$ cat config.mk
export PLATFORM = sky130hd
export DESIGN_NAME = agp_req_seq
export DESIGN_NICKNAME = d
export VERILOG_FILES = /design/src/rtl/agp_seq_pkg.sv /design/src/rtl/agp_status_decode.sv /design/src/rtl/agp_pipe_issue.sv /design/src/rtl/agp_outstanding.sv /design/src/rtl/agp_rbf_flow.sv /design/src/rtl/agp_req_seq.sv
export SDC_FILE = /design/constraint.sdc
export NUM_CORES = 1
export LEC_CHECK = 0
export BUFFER_PORTS_ARGS = -buffer_cell sky130_fd_sc_hd__buf_2
export CAP_MARGIN = 10
export CORE_MARGIN = 2
export CORE_UTILIZATION = 50
export CTS_CLUSTER_DIAMETER = 200
export DETAILED_ROUTE_END_ITERATION = 12
export PLACE_DENSITY = 0.75
export SETUP_SLACK_MARGIN = 0.5
export SLEW_MARGIN = 0
export SYNTH_ARGS = -nofsm -noshare
export SYNTH_HDL_FRONTEND = slang
export SYNTH_SLANG_ARGS = --single-unit
$ cat constraint.sdc
create_clock -name clk -period 2.7 [get_ports clk]
set_input_delay 0.405 -clock clk [delete_from_list [all_inputs] [get_ports clk]]
set_output_delay 0.405 -clock clk [all_outputs]
set_load 0.005 [all_outputs]
$ cat src/rtl/agp_seq_pkg.sv
// Shared types for the graphics port request sequencer.
// Assumes status code values are fixed by the arbiter protocol.
package agp_seq_pkg;
    typedef enum logic [2:0] {
        ST_RD_LO = 3'b000,
        ST_RD_HI = 3'b001,
        ST_WR_LO = 3'b010,
        ST_WR_HI = 3'b011,
        ST_RSV4  = 3'b100,
        ST_RSV5  = 3'b101,
        ST_RSV6  = 3'b110,
        ST_START = 3'b111
    } agp_status_e;

    typedef enum logic [1:0] {
        PH_IDLE,
        PH_ISSUE,
        PH_PARK
    } pipe_phase_e;

    localparam int NUM_CAT = 4;
    localparam int CAT_W   = 2;

    typedef struct packed {
        logic               start;
        logic [NUM_CAT-1:0] ret;
        logic               rsvd;
    } status_dec_t;
endpackage

$ cat src/rtl/agp_status_decode.sv
// Decodes the arbiter status code into start, per-category return and
// reserved flags. Assumes the code is meaningful only while grant is low.
module agp_status_decode
    import agp_seq_pkg::*;
(
    input  logic        gnt_n,
    input  logic [2:0]  st_code,
    output status_dec_t dec
);
    // Qualify the code with grant and split it into flags.
    always_comb begin
        dec = '0;
        if (!gnt_n) begin
            unique case (agp_status_e'(st_code))
                ST_START:                     dec.start = 1'b1;
                ST_RD_LO, ST_RD_HI,
                ST_WR_LO, ST_WR_HI:           dec.ret[st_code[1:0]] = 1'b1;
                default:                      dec.rsvd = 1'b1;
            endcase
        end
    end
endmodule

$ cat src/rtl/agp_pipe_issue.sv
// Issue phase machine: presents one request address per clock with the
// strobe low, parks the strobe high for one cycle, then releases it.
// Assumes cat_full reflects the category of the offered request.
module agp_pipe_issue
    import agp_seq_pkg::*;
#(
    parameter int AD_W = 32
) (
    input  logic            clk,
    input  logic            rst_n,
    input  logic            start,
    input  logic            req_valid,
    input  logic [AD_W-1:0] req_addr,
    input  logic            cat_full,
    output logic            req_ready,
    output logic            pipe_n,
    output logic            pipe_oe,
    output logic [AD_W-1:0] ad_out,
    output logic            ad_oe
);
    pipe_phase_e phase;

    // Accept a request only with permission, room, and not while parking.
    assign req_ready = start && req_valid && !cat_full && (phase != PH_PARK);

    // Step the issue phase and register the bus outputs.
    always_ff @(posedge clk) begin
        if (!rst_n) begin
            phase   <= PH_IDLE;
            pipe_n  <= 1'b1;
            pipe_oe <= 1'b0;
            ad_oe   <= 1'b0;
            ad_out  <= '0;
        end else if (req_ready) begin
            phase   <= PH_ISSUE;
            pipe_n  <= 1'b0;
            pipe_oe <= 1'b1;
            ad_oe   <= 1'b1;
            ad_out  <= req_addr;
        end else if (phase == PH_ISSUE) begin
            phase   <= PH_PARK;
            pipe_n  <= 1'b1;
            ad_oe   <= 1'b0;
        end else if (phase == PH_PARK) begin
            phase   <= PH_IDLE;
            pipe_oe <= 1'b0;
        end
    end
endmodule

$ cat src/rtl/agp_outstanding.sv
// Outstanding-request counter for one category. Saturates at OUT_MAX
// (the issuer never increments when full) and never goes below zero.
module agp_outstanding #(
    parameter int OUT_MAX = 7
) (
    input  logic clk,
    input  logic rst_n,
    input  logic inc,
    input  logic dec,
    output logic full,
    output logic under
);
    localparam int CNT_W = $clog2(OUT_MAX + 1);

    logic [CNT_W-1:0] cnt;

    assign full  = (cnt == CNT_W'(OUT_MAX));
    assign under = dec && (cnt == '0);

    // Count issued requests up and matching returns down.
    always_ff @(posedge clk) begin
        if (!rst_n) begin
            cnt <= '0;
        end else if (inc && !(dec && cnt != '0)) begin
            cnt <= cnt + 1'b1;
        end else if (!inc && dec && cnt != '0) begin
            cnt <= cnt - 1'b1;
        end
    end
endmodule

$ cat src/rtl/agp_rbf_flow.sv
// Read-buffer-full flag: asserted low when fewer than XFER_WORDS entries
// remain free in the low-priority read buffer. Tristated during reset.
module agp_rbf_flow #(
    parameter int BUF_W      = 4,
    parameter int XFER_WORDS = 2
) (
    input  logic             clk,
    input  logic             rst_n,
    input  logic [BUF_W-1:0] lo_free,
    output logic             rbf_n,
    output logic             rbf_oe
);
    // Register the flag and enable it once out of reset.
    always_ff @(posedge clk) begin
        if (!rst_n) begin
            rbf_n  <= 1'b1;
            rbf_oe <= 1'b0;
        end else begin
            rbf_oe <= 1'b1;
            rbf_n  <= !(lo_free < BUF_W'(XFER_WORDS));
        end
    end
endmodule

$ cat src/rtl/agp_req_seq.sv
// Graphics port master sequencer top: decodes status, issues pipelined
// requests, tracks outstanding requests per category {write,hipri},
// drives read-buffer-full and reports events and sticky errors.
module agp_req_seq
    import agp_seq_pkg::*;
#(
    parameter int AD_W       = 32,
    parameter int OUT_MAX    = 7,
    parameter int BUF_W      = 4,
    parameter int XFER_WORDS = 2
) (
    input  logic               clk,
    input  logic               rst_n,
    input  logic               req_valid,
    output logic               req_ready,
    input  logic               req_write,
    input  logic               req_hipri,
    input  logic [AD_W-1:0]    req_addr,
    input  logic               gnt_n,
    input  logic [2:0]         st_code,
    input  logic [BUF_W-1:0]   lo_free,
    output logic               pipe_n,
    output logic               pipe_oe,
    output logic [AD_W-1:0]    ad_out,
    output logic               ad_oe,
    output logic               rbf_n,
    output logic               rbf_oe,
    output logic [NUM_CAT-1:0] ret_evt,
    output logic               cnt_err,
    output logic               proto_err
);
    status_dec_t        dec;
    logic [CAT_W-1:0]   req_cat;
    logic [NUM_CAT-1:0] cat_full;
    logic [NUM_CAT-1:0] cat_under;

    assign req_cat = {req_write, req_hipri};

    agp_status_decode u_dec (
        .gnt_n   (gnt_n),
        .st_code (st_code),
        .dec     (dec)
    );

    agp_pipe_issue #(.AD_W(AD_W)) u_issue (
        .clk       (clk),
        .rst_n     (rst_n),
        .start     (dec.start),
        .req_valid (req_valid),
        .req_addr  (req_addr),
        .cat_full  (cat_full[req_cat]),
        .req_ready (req_ready),
        .pipe_n    (pipe_n),
        .pipe_oe   (pipe_oe),
        .ad_out    (ad_out),
        .ad_oe     (ad_oe)
    );

    for (genvar c = 0; c < NUM_CAT; c++) begin : g_cat
        agp_outstanding #(.OUT_MAX(OUT_MAX)) u_cnt (
            .clk   (clk),
            .rst_n (rst_n),
            .inc   (req_ready && (req_cat == CAT_W'(c))),
            .dec   (dec.ret[c]),
            .full  (cat_full[c]),
            .under (cat_under[c])
        );
    end

    agp_rbf_flow #(.BUF_W(BUF_W), .XFER_WORDS(XFER_WORDS)) u_rbf (
        .clk     (clk),
        .rst_n   (rst_n),
        .lo_free (lo_free),
        .rbf_n   (rbf_n),
        .rbf_oe  (rbf_oe)
    );

    // Register return events and accumulate sticky error bits.
    always_ff @(posedge clk) begin
        if (!rst_n) begin
            ret_evt   <= '0;
            cnt_err   <= 1'b0;
            proto_err <= 1'b0;
        end else begin
            ret_evt   <= dec.ret;
            cnt_err   <= cnt_err | (|cat_under);
            proto_err <= proto_err | dec.rsvd | (dec.ret[0] && !rbf_n);
        end
    end
endmodule

==> qor.csv <==
metric,value,unit
1st-pass router iterations,4,
post-layout total power,0.001796,W
Via density,4.982,
asr flop ratio synth,0,%
wire length of the first global-routing pass,8.687,mm
number of buffers on the longest clock path,2,
maximum ir drop on the vdd rail,0.3496,mV
final net count,426,
diodes inserted,0,
worst slew pin tran,488.6,ps
final core utilization,62.11,%
hpwl dp,3.894,mm
TritonCTS clock tree,done,
maximum fanout count along the critical path,9,
top cells by area in the synthesized netlist,"sky130_fd_sc_hd__dfxtp_1, sky130_fd_sc_hd__mux2i_1, sky130_fd_sc_hd__nand2_1",
proportion of netlist area held by the largest area contributor,41.27,%
Final ANT Viol Nets,0,
DIE HEIGHT,78.37,microns
H-tree levels,3,
I/O Pins,89,
filler cell count in the final layout,488,
clock slew seen by the registers of the worst setup and hold paths,70,ps
final worst-path cycle share,76.63,%
crit start category,flop,
setup TNS,0,ps
Min Hold Slack,273.7,ps
skew final,7.199,ps
result of the run,"finished, final reports clean",
layout cells sized above 1,32.11,%
root buffer cell,sky130_fd_sc_hd__clkbuf_8,
Starting Density,50.84,%
P per Cell Area,531.7,nW/um^2
width of the die,78.37,microns
library cell with the highest instance count after synthesis,sky130_fd_sc_hd__nand2_1,
largest net degree at the start of global routing,53,
#FFs+latches synth,57,
shortest clock period the worst path allows after layout,2069,ps
Sinks on Clock Net,57,
net count after synthesis,344,
number of global-route vias before repair,1990,
total wirelength of the detailed-routed design,5.469,mm
Critical Path End Type,flop,
class of the worst hold path,in2reg,
startpoint-to-endpoint class of the critical path,reg2reg,
synthesis-to-finish area growth,22.17,%
via count,2252,
Mapped Avg Cell Area,9.437,sq um
standard-cell rows,27,
Worst slew margin,66.97,%
Mapped Area,2765,sq um
number of buffer cells added on primary ports,87,
global route overflow,0,
YS warnings,0,
RSZ-0062 raised after global routing,false,
post-CTS setup buffer count,0,
clock latency at the later pin of the worst-skew pair,330,ps
sequential cell area fraction in the yosys report,41.27,%
max capacitance violation total,0,
post-synthesis cell type count,47,
overall die area,6141,sq um
final max-slew violation count,0,
initial drt markers,82,
Final GP Congestion,0.8258,
area of the placeable core,5439,sq um
GRT Resource Usage Total,18.00,%
slack of the worst reg-to-reg path,630,ps
"area leader, netlist",sky130_fd_sc_hd__dfxtp_1,
antenna violations before repair,0,
number of endpoints with negative hold slack in the final report,0,
CTS buffer count,9,
most used flip-flop cell after synthesis,sky130_fd_sc_hd__dfxtp_1,
total setup violations reported at the end of the flow,0,
Critical Path AT,2320,ps
CP Data Required Time,2950,ps
timing-limited maximum frequency,483.3,MHz
gate count of the mapped netlist,293,
hold buffer count at cts,0,
Post-synth top cells,"sky130_fd_sc_hd__nand2_1, sky130_fd_sc_hd__dfxtp_1, sky130_fd_sc_hd__mux2i_1",
Residual DRC,0,
Routed wire per std cell,12.10,microns
number of flops mapped to enable cells by yosys,0,
Lkg Pwr,1.510,nW
[power breakdown]
part / switching, W / internal, W
logic: 0.0000733 / 0.0000622
clock network: 0.000348 / 0.000452
registers: 0.00000673 / 0.000854
[sequential cells by signal, summed over array words and instances, names as in the netlist]
signal and flops:
u_issue.ad_out 32, g_cat.u_cnt.cnt 12, u_rbf.rbf_oe 1, u_issue.ad_oe 1
cnt_err 1, u_issue.phase 2, u_rbf.rbf_n 1, proto_err 1
u_issue.pipe_oe 1, u_issue.pipe_n 1, ret_evt 4
[worst max-delay path, stage by stage (launching register included)]
cell                        delay [ps]
sky130_fd_sc_hd__dfxtp_1           340
sky130_fd_sc_hd__inv_1              70
sky130_fd_sc_hd__ha_2              210
sky130_fd_sc_hd__and3b_2           260
sky130_fd_sc_hd__buf_6             150
sky130_fd_sc_hd__nand3_1           110
sky130_fd_sc_hd__fa_1              450
sky130_fd_sc_hd__inv_1              70
sky130_fd_sc_hd__o2bb2ai_1         130
sky130_fd_sc_hd__mux2i_1           210
[worst paths after layout]
kind,startpoint,end,depth (start not counted)
worst max-delay path,u_issue.phase[0],g_cat[0].u_cnt.cnt[2],9
worst min-delay path,lo_free[2],u_rbf.rbf_n,2
worst max register to register,u_issue.phase[0],g_cat[0].u_cnt.cnt[2],9
worst min register to register,u_issue.ad_out[28],u_issue.ad_out[28],2
[cells by family (layout without fill, tap and decap cells)]
group | count (synthesis) | after routing | synth area share (%)
buffers and inverters | 24 | 111 | 7.692
AO/OA/AOI/OAI | 21 | 21 | 6.697
multiplexers | 46 | 46 | 16.65
flip-flops | 57 | 57 | 41.27
AND/OR/NAND/NOR | 139 | 139 | 23.89
adder cells (fa/ha/maj) | 6 | 6 | 3.801
[cell usage in the layout, fill, tap and decap left out, types with 6 or more instances in the layout]
master	count
sky130_fd_sc_hd__nor3_1	7
sky130_fd_sc_hd__nor2_1	8
sky130_fd_sc_hd__mux2i_1	46
sky130_fd_sc_hd__buf_2	87
sky130_fd_sc_hd__nand3_1	6
sky130_fd_sc_hd__nand2b_1	11
sky130_fd_sc_hd__dfxtp_1	57
sky130_fd_sc_hd__nand2_1	85
sky130_fd_sc_hd__clkbuf_8	10
[metrics by stage]
stage          std cells  cell area, sq um  setup slack, ps
2_1_floorplan        293              2765            528.4
3_3_place_gp         436              3142            404.6
3_5_place_dp         436              3142            338.4
4_1_cts              452              3347            522.4
5_1_grt              452              3378            507.1
6_report             452              3378            631.0
[metal layers]
metal / part of all wire, % / track usage, %
met1: 45 / 20.45
met2: 47 / 30.26
met3: 4.8 / 4.828
met4: 2.8 / 10.70
met5: 0 / 0
[cell type report]
type                    instances  area [sq um]  area share [%]
multi-input cells             212          1445           42.78
flip-flops and latches         57          1141           33.78
repair buffers                 91         481.7           14.26
clock buffers                  10         137.6           4.074
well taps                      72         90.09           2.667
clock inverters                 6         67.56           2.000
inverters                       4         15.01          0.4444
[repair_timing]
action / in CTS / in global routing
endpoints found under the hold margin: 0 / 0
resized for setup: 0 / 7
endpoints found under the setup margin: 0 / 4
Power figures use the tool's default switching activity.
